==> src/rtl/twt_pkg.sv <==
package twt_pkg;

    localparam int BYTE_W    = 8;
    localparam int RES_BYTES = 2;
    localparam int RES_W     = RES_BYTES * BYTE_W;
    localparam logic [BYTE_W-1:0] PAD_BYTE = '1;

    typedef enum logic [1:0] {
        PH_IDLE,
        PH_READ,
        PH_WRITE,
        PH_SKIP
    } phase_t;

    typedef struct packed {
        logic [RES_W-1:0]  res;
        logic [BYTE_W-1:0] cfg;
    } snap_t;

    function automatic logic dir_is_read(input logic [BYTE_W-1:0] b);
        return b[0];
    endfunction

endpackage

==> src/rtl/twt_addr_match.sv <==
module twt_addr_match
    import twt_pkg::*;
#(
    parameter logic [6:0] TGT_ADDR = 7'h48
) (
    input  logic [BYTE_W-1:0] addr_byte,
    output logic              hit,
    output logic              rd
);
    always_comb begin
        hit = (addr_byte[BYTE_W-1:1] == TGT_ADDR);
        rd  = dir_is_read(addr_byte);
    end
endmodule

==> src/rtl/twt_tx_sel.sv <==
module twt_tx_sel
    import twt_pkg::*;
#(
    parameter int IDX_W = 2
) (
    input  logic [IDX_W-1:0]  idx,
    input  snap_t             snap,
    output logic [BYTE_W-1:0] byte_o
);
    always_comb begin
        byte_o = PAD_BYTE;
        if (idx == IDX_W'(RES_BYTES))
            byte_o = snap.cfg;
        for (int i = 0; i < RES_BYTES; i++) begin
            if (idx == IDX_W'(i))
                byte_o = snap.res[RES_W-1-BYTE_W*i -: BYTE_W];
        end
    end
endmodule

==> src/rtl/twt_regaccess.sv <==
module twt_regaccess
    import twt_pkg::*;
#(
    parameter logic [6:0] TGT_ADDR = 7'h48
) (
    input  logic              clk,
    input  logic              rst,
    input  logic              bus_start,
    input  logic              bus_stop,
    input  logic              addr_valid,
    input  logic              rx_valid,
    input  logic [BYTE_W-1:0] rx_byte,
    input  logic              tx_req,
    input  logic [RES_W-1:0]  result_in,
    input  logic [BYTE_W-1:0] cfg_in,
    output logic              ack_vld,
    output logic              ack_out,
    output logic              tx_vld,
    output logic [BYTE_W-1:0] tx_byte,
    output logic              cfg_wr_stb,
    output logic [BYTE_W-1:0] cfg_wr_data
);
    localparam int LAST  = RES_BYTES + 1;
    localparam int IDX_W = $clog2(LAST + 1);

    phase_t            phase;
    logic [IDX_W-1:0]  idx;
    logic              wr_taken;
    snap_t             snap;
    logic              addr_hit;
    logic              addr_rd;
    logic [BYTE_W-1:0] sel_byte;

    twt_addr_match #(.TGT_ADDR(TGT_ADDR)) i_match (
        .addr_byte (rx_byte),
        .hit       (addr_hit),
        .rd        (addr_rd)
    );

    twt_tx_sel #(.IDX_W(IDX_W)) i_sel (
        .idx    (idx),
        .snap   (snap),
        .byte_o (sel_byte)
    );

    always_ff @(posedge clk) begin
        if (rst) begin
            phase       <= PH_IDLE;
            idx         <= '0;
            wr_taken    <= 1'b0;
            snap        <= '0;
            ack_vld     <= 1'b0;
            ack_out     <= 1'b0;
            tx_vld      <= 1'b0;
            tx_byte     <= '0;
            cfg_wr_stb  <= 1'b0;
            cfg_wr_data <= '0;
        end else begin
            ack_vld    <= 1'b0;
            tx_vld     <= 1'b0;
            cfg_wr_stb <= 1'b0;
            if (bus_start || bus_stop) begin
                phase    <= PH_IDLE;
                idx      <= '0;
                wr_taken <= 1'b0;
            end else if (addr_valid) begin
                ack_vld <= 1'b1;
                if (phase == PH_IDLE && addr_hit) begin
                    phase    <= addr_rd ? PH_READ : PH_WRITE;
                    ack_out  <= 1'b1;
                    snap.res <= result_in;
                    snap.cfg <= cfg_in;
                end else begin
                    phase   <= PH_SKIP;
                    ack_out <= 1'b0;
                end
            end else if (rx_valid) begin
                ack_vld <= 1'b1;
                if (phase == PH_WRITE && !wr_taken) begin
                    ack_out     <= 1'b1;
                    cfg_wr_stb  <= 1'b1;
                    cfg_wr_data <= rx_byte;
                    wr_taken    <= 1'b1;
                end else begin
                    ack_out <= 1'b0;
                end
            end else if (tx_req) begin
                tx_vld <= 1'b1;
                if (phase == PH_READ) begin
                    tx_byte <= sel_byte;
                    if (idx != IDX_W'(LAST))
                        idx <= idx + 1'b1;
                end else begin
                    tx_byte <= PAD_BYTE;
                end
            end
        end
    end
endmodule

==> config.mk <==
export PLATFORM = sky130hd
export DESIGN_NAME = twt_regaccess
export DESIGN_NICKNAME = d
export VERILOG_FILES = /design/src/rtl/twt_pkg.sv /design/src/rtl/twt_addr_match.sv /design/src/rtl/twt_tx_sel.sv /design/src/rtl/twt_regaccess.sv
export SDC_FILE = /design/constraint.sdc
export NUM_CORES = 1
export LEC_CHECK = 0
export BUFFER_PORTS_ARGS = -buffer_cell sky130_fd_sc_hd__buf_2
export CELL_PAD_IN_SITES_DETAIL_PLACEMENT = 1
export CELL_PAD_IN_SITES_GLOBAL_PLACEMENT = 2
export CORE_MARGIN = 2
export CORE_UTILIZATION = 32
export CTS_BUF_LIST = sky130_fd_sc_hd__clkbuf_16
export CTS_CLUSTER_DIAMETER = 40
export DETAILED_ROUTE_END_ITERATION = 8
export HOLD_SLACK_MARGIN = 0.1
export PLACE_DENSITY = 0.85
export SYNTH_ARGS = -nofsm -noshare
export SYNTH_HDL_FRONTEND = slang
export SYNTH_SLANG_ARGS = --single-unit
==> constraint.sdc <==
create_clock -name clk -period 2.42 [get_ports clk]
set_input_delay 0.484 -clock clk [delete_from_list [all_inputs] [get_ports clk]]
set_output_delay 0.484 -clock clk [all_outputs]
set_load 0.01 [all_outputs]
== Word level (Yosys, flattened, before mapping) ==
Cells that the tools add are included.
Word-level totals
  word-level logic and storage cells: 50
  bits of input ports: 39
  register bits after elaboration: 49
  output and inout bits: 20
Operators by class
  bitwise logic cells: 3
  multiplexer cells: 13
  $add $sub $neg: 1
  equal/unequal tests: 6
  reduce and logical (&&, ||, !) cells: 16
Operators with widths (count)
  2-to-1 mux 8 bit: 4
  AND reduction 4 bit: 2
  OR reduction 4 bit: 2
  == test 7 bit, second input constant: 1
  2-to-1 mux 1 bit: 7
  AND reduction 3 bit: 2
  AND reduction 5 bit: 1
  == test 2 x 1 -> 1 bit, second input constant: 2
  == test 2 bit, second input constant: 2
  zero test 2 bit: 2
  2-to-1 mux 2 bit: 2
  inverter 1 bit: 3
  adder 2 x 1 -> 2 bit, second input constant: 1
  logical AND 1 bit: 2
  inequality test 2 bit, second input constant: 1
  AND reduction 2 bit: 1
  nonzero test 2 bit: 1
  OR reduction 2 bit: 1
  zero test 1 bit: 1
  logical OR 1 bit: 1

== Logic depth before layout (Yosys ltp) ==
  word-level depth: 5
  depth in mapped cells: 7
  depth with buffers taken out: 5

== Cells and area by module ==
A second synthesis with hierarchy kept.
Unflattened totals
  cell total of the unflattened synthesis: 244
  area total of the unflattened synthesis: 2239.6 µm²
Modules (own cells, without submodules)
  twt_regaccess: instances 1, area an instance 2016.9 µm², cells an instance 221, sequential area each 980.9 µm²
  twt_tx_sel: instances 1, area an instance 191.4 µm², cells an instance 20, sequential area each 0.0 µm²
  twt_addr_match: instances 1, area an instance 31.3 µm², cells an instance 3, sequential area each 0.0 µm²

== Worst setup path before layout ==
Ideal clock, no wire load.
  kind: in2reg
  start point: input port rx_byte[1]
  end point: register, netlist name snap[10]
  path buffers: 1
  setup slack: 0.516 ns
  required time: 2.348 ns
  arrival: 1.833 ns
  cell stages on the path: 4
  setup time: 0.072 ns
  path through: or4b_4 -> nor4_4 -> buf_6 -> mux2i_1
On the way
  word-level cells in the longest chain between the ends: 3
RTL lines
  from (decl): line twt_regaccess.sv:12  | input logic [BYTE_W-1:0] rx_byte,
  == test 7 bit: line twt_addr_match.sv:11  | hit = (addr_byte[BYTE_W-1:1] == TGT_ADDR);
  logical AND 1 bit: line twt_regaccess.sv:68  | if (phase == PH_IDLE && addr_hit) begin
  AND reduction 3 bit (no source line)
Every way passes these cells.
A chain may end at the register's enable or synchronous reset.

== Worst setup path in the final report ==
  start point: register phase[0]
  end point: register, netlist name snap[16]
On the way
  word-level cells in the longest chain between the ends: 3
RTL lines
  from (decl): line twt_regaccess.sv:26  | phase_t phase;
  from (signal assigned): line twt_regaccess.sv:69  | phase <= addr_rd ? PH_READ : PH_WRITE;
  zero test 2 bit: line twt_regaccess.sv:68
  logical AND 1 bit: line twt_regaccess.sv:68
  AND reduction 3 bit (no source line)
Every way passes these cells.

==> out/results.txt <==
outcome - completed
Final ANT Viol Nets - 0
CTS buffer count - 5
Post-Syn Nets - 292
Leak Pwr - 1.11 nW
Clk Latency, worst-skew pair - 0.29 ns
Power Internal - 0.00146 W
Buf+Inv Stages, Crit Path - 1
GR Overflow Total - 0
highest routed metal layer - met4
sequential group share of total power - 0.448
antenna cells - 0
synthesized area - 0.00239 mm^2
GRT Resource Usage Total - 0.144
pwr dens - 614 mW/mm^2
Rows - 31
logic depth of the worst path, buffers included - 4
TritonCTS clock tree - built
met2 routed WL - 2750 um
Clock power frac - 0.486
Logic pwr share - 0.065
Distinct cells, synth - 29
Layout Cells excl Fill - 403
min Tclk post-route - 1.79 ns
Initial DRT Pass Iterations - 4
Sequential Area - 981 um^2
CP required - 2.63 ns
CP cell instances - or4b_4 -> nor4_4 -> buf_12 -> mux2i_1
Max VDD drop - 327 uV
CP Launch Type - register
wire per inst - 14.0 um
# hold bufs at CTS - 0
metal3 WL - 182 um
path category of the worst min-delay check - in -> reg
ys async rst share - 0
Psw - 0.000356 W
CP endpoint kind - register
CP top delay family - simple AND/OR/NAND/NOR gates
Fillers - 868
max-slew violations - 0
final clock skew - 0.00617 ns
htree depth - 2
Max-Cap Viols - 0
top cells by area, synth - dfxtp_1, nand2b_1, mux2i_1
post-DP HPWL - 4060 um
number of global-route vias before repair - 1,994
syn_area_per_cell - 9.59 um^2
core area - 0.00725 mm^2
Resize count post-CTS - 0
pin count of the biggest net entering global routing - 63
DRT met1 WL - 2660 um
sw frac - 0.196
TritonCTS Sinks - 49
Multi-input gate area - 0.00132 mm^2
DR vias - 1,909
fin nets - 346
via-per-instance ratio - 4.74
Max transition margin - 0.453
CTS clk-pin slew, worst paths - 0.07 ns
slowest CP cell - or4b_4
Setup Crit Path Kind - reg -> reg
Die Width - 90.4 um
Synth area leader - dfxtp_1
share of cells above drive strength 1 - 0.257
initial core utilization - 0.329
YS warnings - 0
initial antenna violation count - 0
r2r worst-path depth - 4
hold path depth - 3
r2r setup slk - 0.63 ns
Post-synth EDFFs - 0
setup TNS - 0 ns
CTS root buf - clkbuf_16
die footprint - 0.00817 mm^2
Worst-Margin Slew - 0.821 ns
Max stage delay on crit path - 0.58 ns
gpl congestion - 0.761
Post CTS Setup Buffer Count - 0
crit-path max FO - 24
I/O pins - 59
clock buffer depth - 2
drt initial violations - 27
f_max - 560 MHz
Synth top area share - 0.411
Area Overhead vs Synth - 24.2%
die height - 90.4 um
flop and latch count out of synthesis - 49
Hold Vio Cnt, Final - 0
Mapped Cells - 249
RSZ-0062 raised after global routing - false
# setup viols final - 0
post-synthesis sequential area ratio - 0.411
Post-synth top flop - dfxtp_1
post-route clock period utilization - 0.738
Port-buffer cells - 58
first-pass GRT wire length - 9690 um
Post-Route WL - 5630 um
DRC Markers - 0
critical path data arrival time - 1.99 ns
Post-Place Cells - 395
==> cell families (layout without fill, tap and decap cells) <==
kind of cell    count (synthesis)  count (layout)  synth area share
buf+inv                        20              75            0.0383
compound gates                 33              33            0.0964
mux                            32              32             0.134
fa+ha+maj                       4               4            0.0210
simple gates                  111             111             0.299
flops                          49              49             0.411
==> area by class of cell <==
cell class,count,share of cell area
clock buffer,5,0.0422
multi-input combinational,180,0.443
clock inverter,3,0.0219
timing repair buffer,63,0.115
inverter,4,0.00506
sequential,49,0.331
tap,99,0.0418
==> per-layer routing <==
layer,vias to the layer above,GRT usage
met2,33,0.242
li1,959,-
met1,915,0.186
met5,-,0
met4,0,0.0385
met3,2,0.0309
==> worst paths after layout <==
check | endpoint | from
setup / recovery | snap[16] | phase[0]
hold / removal | snap[2] | cfg_in[2]
setup reg to reg | snap[16] | phase[0]
hold reg to reg | snap[13] | snap[13]
==> sequential cells by signal (all words and copies together), names as in the netlist <==
signal,cells
snap,24
cfg_wr_data,8
tx_byte,8
idx,2
phase,2
ack_out,1
ack_vld,1
cfg_wr_stb,1
tx_vld,1
wr_taken,1
==> power groups by stage <==
stage	Clock, W	Combinational [W]	Sequential [W]
3_5_place_dp	0	0.000121	0.000835
5_1_grt	0.000932	0.000134	0.000817
2_1_floorplan	0	0.0000615	0.000836
3_3_place_gp	0	0.000119	0.000835
6_report	0.000885	0.000119	0.000816
4_1_cts	0.000905	0.000121	0.000816
==> placed cells by master (no fill, tap or decap), drive strengths merged <==
| cell | n |
|---|---|
| nor2b | 8 |
| nor4b | 1 |
| nand2 | 8 |
| nor3b | 9 |
| nor3 | 1 |
| clkbuf | 5 |
| inv | 4 |
| nand4bb | 1 |
| and3 | 2 |
| or3 | 4 |
| clkinv | 1 |
| bufinv | 2 |
| o31a | 8 |
| buf | 63 |
| a211oi | 9 |
| or4b | 2 |
| nor4 | 1 |
| o21ai | 2 |
| nor2 | 5 |
| and4b | 1 |
| o221a | 2 |
| or2 | 2 |
| ha | 4 |
| a21oi | 12 |
| and2 | 1 |
| mux2i | 32 |
| nand2b | 65 |
| dfxtp | 49 |
==> worst register-to-register path, delay by kind of cell, from the launching register on <==
kind          cells  cell delay (ns)
simple gates      2             0.87
flops             1             0.36
buf+inv           1             0.25
mux               1             0.22
==> stage by stage <==
| stage | cell area [um^2] | util | hold WS (ns) | setup slack, ns | power, W |
|---|---|---|---|---|---|
| CTS | 2970 | 0.409 | 0.454 | 0.626 | 0.00184 |
| floorplan | 2390 | - | 0.438 | 0.516 | 0.000898 |
| detailed placement | 2780 | 0.383 | 0.462 | 0.432 | 0.000956 |
| global route | 2970 | 0.409 | 0.459 | 0.549 | 0.00188 |
| global placement | 2780 | 0.383 | 0.458 | 0.467 | 0.000954 |
| finish | 2970 | 0.409 | 0.454 | 0.634 | 0.00182 |
==> synth_stat cells, types with 2 or more instances <==
master and instances:
a21oi_1 12, nor2b_1 8, or3_1 4, nand2b_1 65, nand2_1 8, mux2i_1 32, o221a_2 2, or2_2 2
o31a_1 8, and3_1 2, ha_1 4, nor2_1 5, dfxtp_1 49, nor3b_1 8, o21ai_0 2, a211oi_1 9
buf_6 2, clkbuf_1 13, inv_1 4
Note: power is estimated with default switching activity, not from simulation.
